==> src/rtl/dual_down_timer.sv <==
module dual_down_timer #(
  parameter int CW = 32
) (
  input  logic          clk,
  input  logic          rst_n,
  input  logic          tick,
  input  logic          cascade,
  input  logic [1:0]    init,
  input  logic [1:0]    periodic,
  input  logic [CW-1:0] load0,
  input  logic [CW-1:0] load1,
  input  logic [1:0]    start,
  input  logic [1:0]    stop,
  output logic [CW-1:0] count0,
  output logic [CW-1:0] count1,
  output logic [1:0]    expire,
  output logic [1:0]    busy
);

  logic [CW-1:0] cnt   [2];
  logic [CW-1:0] ld_q  [2];
  logic [CW-1:0] ld_in [2];
  logic [CW-1:0] rl    [2];
  logic [CW-1:0] nxt   [2];
  logic [1:0]    per_q, run, exp_q;
  logic [1:0]    ini_e, sta_e, sto_e, per_in, mode_e, hit, zero;
  logic          allz;

  assign ini_e  = {cascade ? init[0]     : init[1],     init[0]};
  assign sta_e  = {cascade ? start[0]    : start[1],    start[0]};
  assign sto_e  = {cascade ? stop[0]     : stop[1],     stop[0]};
  assign per_in = {cascade ? periodic[0] : periodic[1], periodic[0]};
  assign mode_e = {cascade ? per_q[0]    : per_q[1],    per_q[0]};

  assign ld_in[0] = load0;
  assign ld_in[1] = load1;

  assign zero[0] = (cnt[0] == '0);
  assign zero[1] = (cnt[1] == '0);
  assign allz    = zero[0] & zero[1];

  assign rl[0] = ini_e[0] ? ld_in[0] : ld_q[0];
  assign rl[1] = ini_e[1] ? ld_in[1] : ld_q[1];

  always_comb begin
    if (cascade) begin
      nxt[0] = allz ? ld_q[0] : cnt[0] - 1'b1;
      nxt[1] = allz ? ld_q[1] : (zero[0] ? cnt[1] - 1'b1 : cnt[1]);
      hit[0] = (nxt[0] == '0) && (nxt[1] == '0);
      hit[1] = hit[0];
    end else begin
      nxt[0] = zero[0] ? ld_q[0] : cnt[0] - 1'b1;
      nxt[1] = zero[1] ? ld_q[1] : cnt[1] - 1'b1;
      hit[0] = (nxt[0] == '0);
      hit[1] = (nxt[1] == '0);
    end
  end

  always_ff @(posedge clk) begin
    if (!rst_n) begin
      for (int i = 0; i < 2; i++) begin
        cnt[i]  <= '0;
        ld_q[i] <= '0;
      end
      per_q <= '0;
      run   <= '0;
      exp_q <= '0;
    end else begin
      for (int i = 0; i < 2; i++) begin
        exp_q[i] <= 1'b0;
        if (ini_e[i]) begin
          ld_q[i]  <= ld_in[i];
          per_q[i] <= per_in[i];
        end
        if (sto_e[i]) begin
          run[i] <= 1'b0;
        end else if (sta_e[i]) begin
          run[i] <= 1'b1;
          cnt[i] <= rl[i];
        end else if (run[i] && tick) begin
          cnt[i] <= nxt[i];
          if (hit[i]) begin
            exp_q[i] <= 1'b1;
            if (!mode_e[i]) run[i] <= 1'b0;
          end
        end
      end
    end
  end

  assign count0 = cnt[0];
  assign count1 = cnt[1];
  assign expire = {exp_q[1] & ~cascade, exp_q[0]};
  assign busy   = {run[1] & ~cascade, run[0]};

endmodule

==> config.mk <==
export PLATFORM = sky130hd
export DESIGN_NAME = dual_down_timer
export DESIGN_NICKNAME = d
export VERILOG_FILES = /design/src/rtl/dual_down_timer.sv
export SDC_FILE = /design/constraint.sdc
export NUM_CORES = 1
export LEC_CHECK = 0
export ABC_AREA = 1
export ABC_CLOCK_PERIOD_IN_PS = 3600
export BUFFER_PORTS_ARGS = -buffer_cell sky130_fd_sc_hd__clkbuf_2
export CORE_ASPECT_RATIO = 0.5
export CORE_MARGIN = 2
export CORE_UTILIZATION = 40
export CTS_CLUSTER_SIZE = 12
export DETAILED_ROUTE_END_ITERATION = 6
export GPL_ROUTABILITY_DRIVEN = 0
export PLACE_DENSITY_LB_ADDON = 0.3
export SLEW_MARGIN = 10
export SYNTH_ARGS = -nofsm -noshare
export SYNTH_HDL_FRONTEND = slang
export SYNTH_SLANG_ARGS = --single-unit
==> constraint.sdc <==
create_clock -name clk -period 3.6 [get_ports clk]
set_input_delay 0.72 -clock clk [delete_from_list [all_inputs] [get_ports clk]]
set_output_delay 0.72 -clock clk [all_outputs]
set_load 0.1 [all_outputs]
==> results of run 1 <==
-- synthesized netlist by cell type (11+ instances only) --
cell / count
nand2_1: 512
nor2_1: 255
inv_1: 193
nand3_1: 152
o21ai_0: 132
edfxtp_1: 128
clkbuf_1: 48
a21oi_1: 41
nand4_1: 22
xor2_1: 19
buf_2: 15
o211ai_1: 14
xnor2_1: 14
a31oi_1: 11
-- cell families after synthesis --
logic type / Yosys count / share of synthesized area, %
and+or+nand+nor: 987 / 38.0
buffers and inverters: 278 / 9.96
AOI/OAI and AO/OA: 239 / 12.6
DFF: 134 / 36.4
xor gates and xnor gates: 33 / 2.65
muxes: 2 / 0.184
adders and majority gates: 2 / 0.230
-- path summary, 6_finish.rpt --
| kind | start | end | slack, ns |
|---|---|---|---|
| worst max register to register | cnt[0][0]$_SDFFCE_PN0P_ | run[1]$_SDFFE_PP0P_ | 0.30 |
| worst min-delay path | run[1]$_SDFFE_PP0P_ | run[1]$_SDFFE_PP0P_ | 0.47 |
| worst min register to register | run[1]$_SDFFE_PP0P_ | run[1]$_SDFFE_PP0P_ | 0.47 |
| worst max-delay path | cnt[0][0]$_SDFFCE_PN0P_ | run[1]$_SDFFE_PP0P_ | 0.30 |
-- registers in the layout, indices dropped and copies added, names as in the netlist --
name and count:
cnt 64, exp_q 2, ld_q 64, per_q 2, run 2
-- worst max-delay path: stages (launching register included) --
cell      delay [ns]
edfxtp_1        0.41
inv_1           0.13
ha_1            0.22
nand3_2         0.16
nor2_4          0.21
nand3_2         0.14
nor2_4          0.13
buf_12          0.24
buf_4           0.28
nand3_1         0.09
o21ai_0         0.23
nand3b_1        0.13
nor2_1          0.17
nand3_1         0.17
o21bai_1        0.24
nand2_1         0.07
nand2_1         0.06
a21oi_1         0.05
-- power by group through the flow --
| stage | sequential (mW) | combinational, mW | clock (mW) |
|---|---|---|---|
| CTS | 2.01 | 1.48 | 1.70 |
| finish | 2.01 | 1.49 | 1.71 |
| global route | 2.03 | 1.62 | 1.78 |
| global placement | 2.04 | 1.47 | 0 |
| floorplan | 2.41 | 0.700 | 0 |
| detailed placement | 2.04 | 1.47 | 0 |
-- final cells by class --
class,count,area [sq um]
Clock buffer,21,440
Clock inverter,11,109
Fill cell,2733,14000
Inverter,201,754
Multi-Input combinational cell,1263,5860
Sequential cell,134,3960
Tap cell,352,440
Timing Repair Buffer,179,1010
-- routing by layer --
metal,GRT usage (%),wire [microns],vias up
li1,-,-,5684
met1,36.2,16500,5277
met2,42.3,16800,543
met3,4.66,3430,58
met4,7.51,675,2
met5,0,18,-
-- per-stage QoR --
stage / instance area (sq um) / instances / util (%) / hold slack [ns]
2_1_floorplan: 10900 / 1675 / - / 0.434
4_1_cts: 12600 / 2161 / 47.3 / 0.466
3_3_place_gp: 12000 / 2129 / 45.2 / 0.452
3_5_place_dp: 12000 / 2129 / 45.2 / 0.456
6_report: 12600 / 2161 / 47.3 / 0.469
5_1_grt: 12600 / 2161 / 47.3 / 0.497
==> run_results.csv, run 1 <==
group,metric,value,unit
floorplanning,design.die.area,0.0287,sq mm
detailed_routing,routed_wl,37400,microns
logic_synthesis,synth-seq-cells,134,
timing,tightest_slew,0.861,ns
clocking,cts.sinks,134,
power_and_ir_drop,irDropWorstVdd,347,uV
critical_path,cp.required,3.93,ns
power_and_ir_drop,p_sw,1.98,mW
detailed_routing,routed_via_density,5.35,
place,dp_hpwl,27800,microns
logic_synthesis,synthFlopType,"edfxtp_1",
power_and_ir_drop,combPwrFrac,28.6,%
power_and_ir_drop,finalPower,5.21,mW
grt,grt_max_degree,65,
logic_synthesis,synth-async-reset-ratio,0,%
power_and_ir_drop,clkPwrFrac,32.7,%
detailed_routing,vias,11600,
logic_synthesis,synth_area_leaders,"edfxtp_1 (35%), nand2_1 (18%), nor2_1 (8.8%)",
clocking,clock_latency,0.44,ns
timing,rsz0062_at_grt,"false",
critical_path,cp_data_arrival_time,3.63,ns
critical_path,crit_path_max_fanout,50,
logic_synthesis,syn_inst,1675,
floorplanning,core,0.0266,sq mm
logic_synthesis,syn_area,0.0109,sq mm
logic_synthesis,yosysSeqAreaShare,36.4,%
finish,antenna_cells,0,
critical_path,critical_path_class,"reg -> reg",
power_and_ir_drop,seqPwrFrac,38.6,%
clocking,cts_tree,"built",
finish,final_common_cell,"nand2_1",
power_and_ir_drop,sw_frac_of_total,38.0,%
place,place_ws,0.354,ns
finish,drive_above_1_share,14.0,%
clocking,clockBufferDepth,2,
logic_synthesis,synth_cell_types,44,
detailed_routing,drtIter0Drc,1262,
logic_synthesis,synth.top_cell.area_share,35.3,%
detailed_routing,drc,0,
logic_synthesis,syn-mean-instance-area,6.50,sq um
power_and_ir_drop,power.density,414,mW/mm^2
timing,slew_headroom,42.5,%
finish,nets,1874,
grt,antenna_found_initial,1,
clocking,htreeDepth,4,
critical_path,start_kind,"flop",
grt,first_global_vias,10700,
finish,area_growth,15.5,%
logic_synthesis,synth_top_area_cell,"edfxtp_1",
floorplanning,die_w,237,microns
clocking,cts-root-buf,"clkbuf_16",
clocking,cts_hold_buf,0,
min_path,hold_depth,2,
floorplanning,io_pins,144,
floorplanning,core.rowCount,42,
place,numPortBuffers,143,
timing,skew,0.0106,ns
finish,final_cell_mix,"nand2_1 (511), nor2_1 (254), inv_1 (193)",
power_and_ir_drop,leakage,5.96,nW
logic_synthesis,synth_fp_nets,1753,
timing,setup_ws,0.304,ns
timing,drv_slew,0,
clocking,cts_setup_buffers,0,
timing,hold_viol,0,
critical_path,reg2regPathDepth,17,
timing,fmax,303,MHz
detailed_routing,wl_per_cell,17.3,microns
grt,track_usage,26.2,%
timing,setup_tns,0,ns
floorplanning,die_h,121,microns
clocking,cts_made_buffers,17,
grt,grt_pass1_wl,58300,microns
power_and_ir_drop,intPower,3.23,mW
status,status,"finished, final reports clean",
timing,fin_crit,3.30,ns
floorplanning,initial_core_util,41.0,%
clocking,post_cts_resized,0,
timing,setup_viol,0,
min_path,hold_class,"reg -> reg",
critical_path,critPathCaptureType,"flop",
run,cap_violations,0,
grt,gr-total-overflow,0,
clocking,clk_pin_slew,0.06,ns
detailed_routing,drt_first_pass_iters,6,
timing,finalCritPeriodShare,91.5,%
logic_synthesis,yosysWarnings,0,
detailed_routing,ant_nets,0,
logic_synthesis,synth_edf_count,128,
(Power assumes the default switching activity.)
==> run 2: changes to the inputs <==
Settings changed: ABC_CLOCK_PERIOD_IN_PS 3600 to 3550.
Clock period 3.6 ns to 3.55 ns, I/O delays scaled along.
==> run_results.csv, run 2 (same netlist as run 1, synthesis figures left out) <==
group,metric,value,unit
status,status,"finished with violations",
status,violations,"DRC",
detailed_routing,routed_wl,37600,microns
power_and_ir_drop,clkPwrFrac,33.7,%
critical_path,critPathCaptureType,"flop",
finish,fill_cells,2785,
detailed_routing,dr_wl_met2,17000,microns
timing,finalCritPeriodShare,88.9,%
run,cap_violations,0,
clocking,htreeDepth,4,
finish,drive_above_1_share,14.7,%
floorplanning,core.rowCount,42,
clocking,cts_hold_buf,0,
place,numPortBuffers,143,
timing,tightest_slew,0.820,ns
grt,gr-total-overflow,0,
detailed_routing,drt_first_pass_iters,7,
timing,setup_ws,0.394,ns
min_path,hold_depth,2,
power_and_ir_drop,leakage,6.05,nW
timing,setup_tns,0,ns
grt,grt_max_degree,52,
critical_path,r2r_start,"cnt[0][0]$_SDFFCE_PN0P_",
detailed_routing,drc,3,
floorplanning,core,0.0266,sq mm
place,placed_cell_area,0.0121,sq mm
detailed_routing,drtIter0Drc,1032,
min_path,hold_class,"reg -> reg",
floorplanning,io_pins,144,
floorplanning,initial_core_util,41.0,%
timing,fmax,317,MHz
clocking,clockBufferDepth,2,
timing,drv_slew,0,
timing,holdWs,0.471,ns
clocking,cts-root-buf,"clkbuf_16",
timing,hold_viol,0,
power_and_ir_drop,irDropWorstVdd,319,uV
power_and_ir_drop,intPower,3.36,mW
clocking,clk_pin_slew,0.06,ns
floorplanning,die_h,121,microns
timing,fin_crit,3.16,ns
finish,final_cell_mix,"nand2_1 (511), nor2_1 (254), inv_1 (193)",
critical_path,cp_data_arrival_time,3.49,ns
finish,antenna_cells,0,
grt,first_global_vias,10800,
floorplanning,die_w,237,microns
clocking,cts.sinks,134,
power_and_ir_drop,power.density,423,mW/mm^2
detailed_routing,ant_nets,0,
timing,rsz0062_at_grt,"false",
critical_path,r2r_slack,0.39,ns
timing,setup_viol,0,
detailed_routing,routed_via_density,5.33,
finish,reg_top3,"cnt x64, ld_q x64",
power_and_ir_drop,p_sw,2.02,mW
grt,grt_pass1_wl,59200,microns
min_path,hp-start,"run[1]$_SDFFE_PP0P_",
power_and_ir_drop,sw_frac_of_total,37.5,%
power_and_ir_drop,combPwrFrac,28.4,%
place,dp_hpwl,28300,microns
critical_path,worstReg2RegEnd,"run[0]$_SDFFE_PP0P_",
detailed_routing,wl_per_cell,17.3,microns
critical_path,cp.required,3.88,ns
floorplanning,design.die.area,0.0287,sq mm
timing,slew_headroom,45.1,%
critical_path,critical_path_class,"reg -> reg",
critical_path,crit_path_max_fanout,6,
min_path,hold_end,"run[1]$_SDFFE_PP0P_",
clocking,clock_latency,0.44,ns
critical_path,reg2regPathDepth,16,
clocking,cts_tree,"built",
detailed_routing,drt-met1-wl,16800,microns
critical_path,start_kind,"flop",
grt,track_usage,26.7,%
timing,skew,0.0113,ns
clocking,cts_made_buffers,17,
grt,antenna_found_initial,0,
power_and_ir_drop,seqPwrFrac,37.9,%
power_and_ir_drop,finalPower,5.38,mW
finish,final_common_cell,"nand2_1",
place,place_ws,0.414,ns
detailed_routing,dr_wl_met3,3300,microns
finish,nets,1884,
finish,design_area,0.0127,sq mm
detailed_routing,vias,11600,
detailed_routing,top_layer,"met4",
finish,area_growth,16.8,%
## run 2: cell types whose count changed in the layout (fill, tap and decap cells not counted), sizes merged
cell / before / now
bufinv: 2 / 3
buf: 36 / 46
clkinv: 11 / 10
## run 2: metrics by stage
step / utilization, % / instances
after floorplan: - / 1675
after global placement: 45.6 / 2138
after detailed placement: 45.6 / 2138
after CTS: 47.8 / 2170
after global routing: 47.8 / 2171
final: 47.8 / 2171
## run 2: repair_timing
item,CTS,global route
endpoints found under the setup margin,0,3
resized for setup,0,0
buffers inserted,0,1
## run 2: per-layer routing
metal / vias up / global-route usage [%]
met3: 35 / 5.32
met1: 5294 / 37.0
li1: 5712 / -
met2: 538 / 43.3
met5: - / 0
met4: 0 / 5.94
## run 2: power groups by stage
| stage | Clock, mW | Sequential, mW | Combinational [mW] |
|---|---|---|---|
| after floorplan | 0 | 2.45 | 0.710 |
| after global placement | 0 | 2.06 | 1.51 |
| after detailed placement | 0 | 2.07 | 1.51 |
| after CTS | 1.81 | 2.03 | 1.52 |
| after global routing | 1.88 | 2.05 | 1.67 |
| final | 1.81 | 2.04 | 1.53 |
## run 2: layout make-up
class / instances / area, sq um / area share, %
clock buffer: 21 / 440 / 3.46
clock inverter: 11 / 135 / 1.06
inverter: 201 / 754 / 5.93
multi-input combinational: 1263 / 5860 / 46.1
sequential: 134 / 3960 / 31.2
tap: 352 / 440 / 3.46
timing repair buffer: 189 / 1120 / 8.83
## run 2: how the worst max path moves through the flow
stage | startpoint | end | slack [ns] | cells after the start
2_1_floorplan | cascade | busy[1] | 0.31 | 4
3_3_place_gp | cnt[0][0]$_SDFFCE_PN0P_ | run[1]$_SDFFE_PP0P_ | 0.50 | 16
3_5_place_dp | cnt[0][0]$_SDFFCE_PN0P_ | run[1]$_SDFFE_PP0P_ | 0.41 | 18
4_1_cts | cnt[0][0]$_SDFFCE_PN0P_ | run[0]$_SDFFE_PP0P_ | 0.39 | 18
5_1_grt | cnt[0][0]$_SDFFCE_PN0P_ | run[1]$_SDFFE_PP0P_ | 0.02 | 16
6_report | cnt[0][0]$_SDFFCE_PN0P_ | run[0]$_SDFFE_PP0P_ | 0.39 | 16
## run 2: worst max-delay path, stage by stage (launching register included)
cell and delay (ns):
edfxtp_1 0.42, inv_1 0.13, ha_1 0.22, nand3_2 0.15, nor2_4 0.22, nand4_1 0.36, buf_4 0.31, nand2_1 0.06
o21ai_0 0.13, nor2_1 0.13, nand2_1 0.08, nor2_1 0.22, nand3_1 0.18, o21bai_1 0.24, nand2_1 0.07, nand2_1 0.06
a21oi_1 0.05
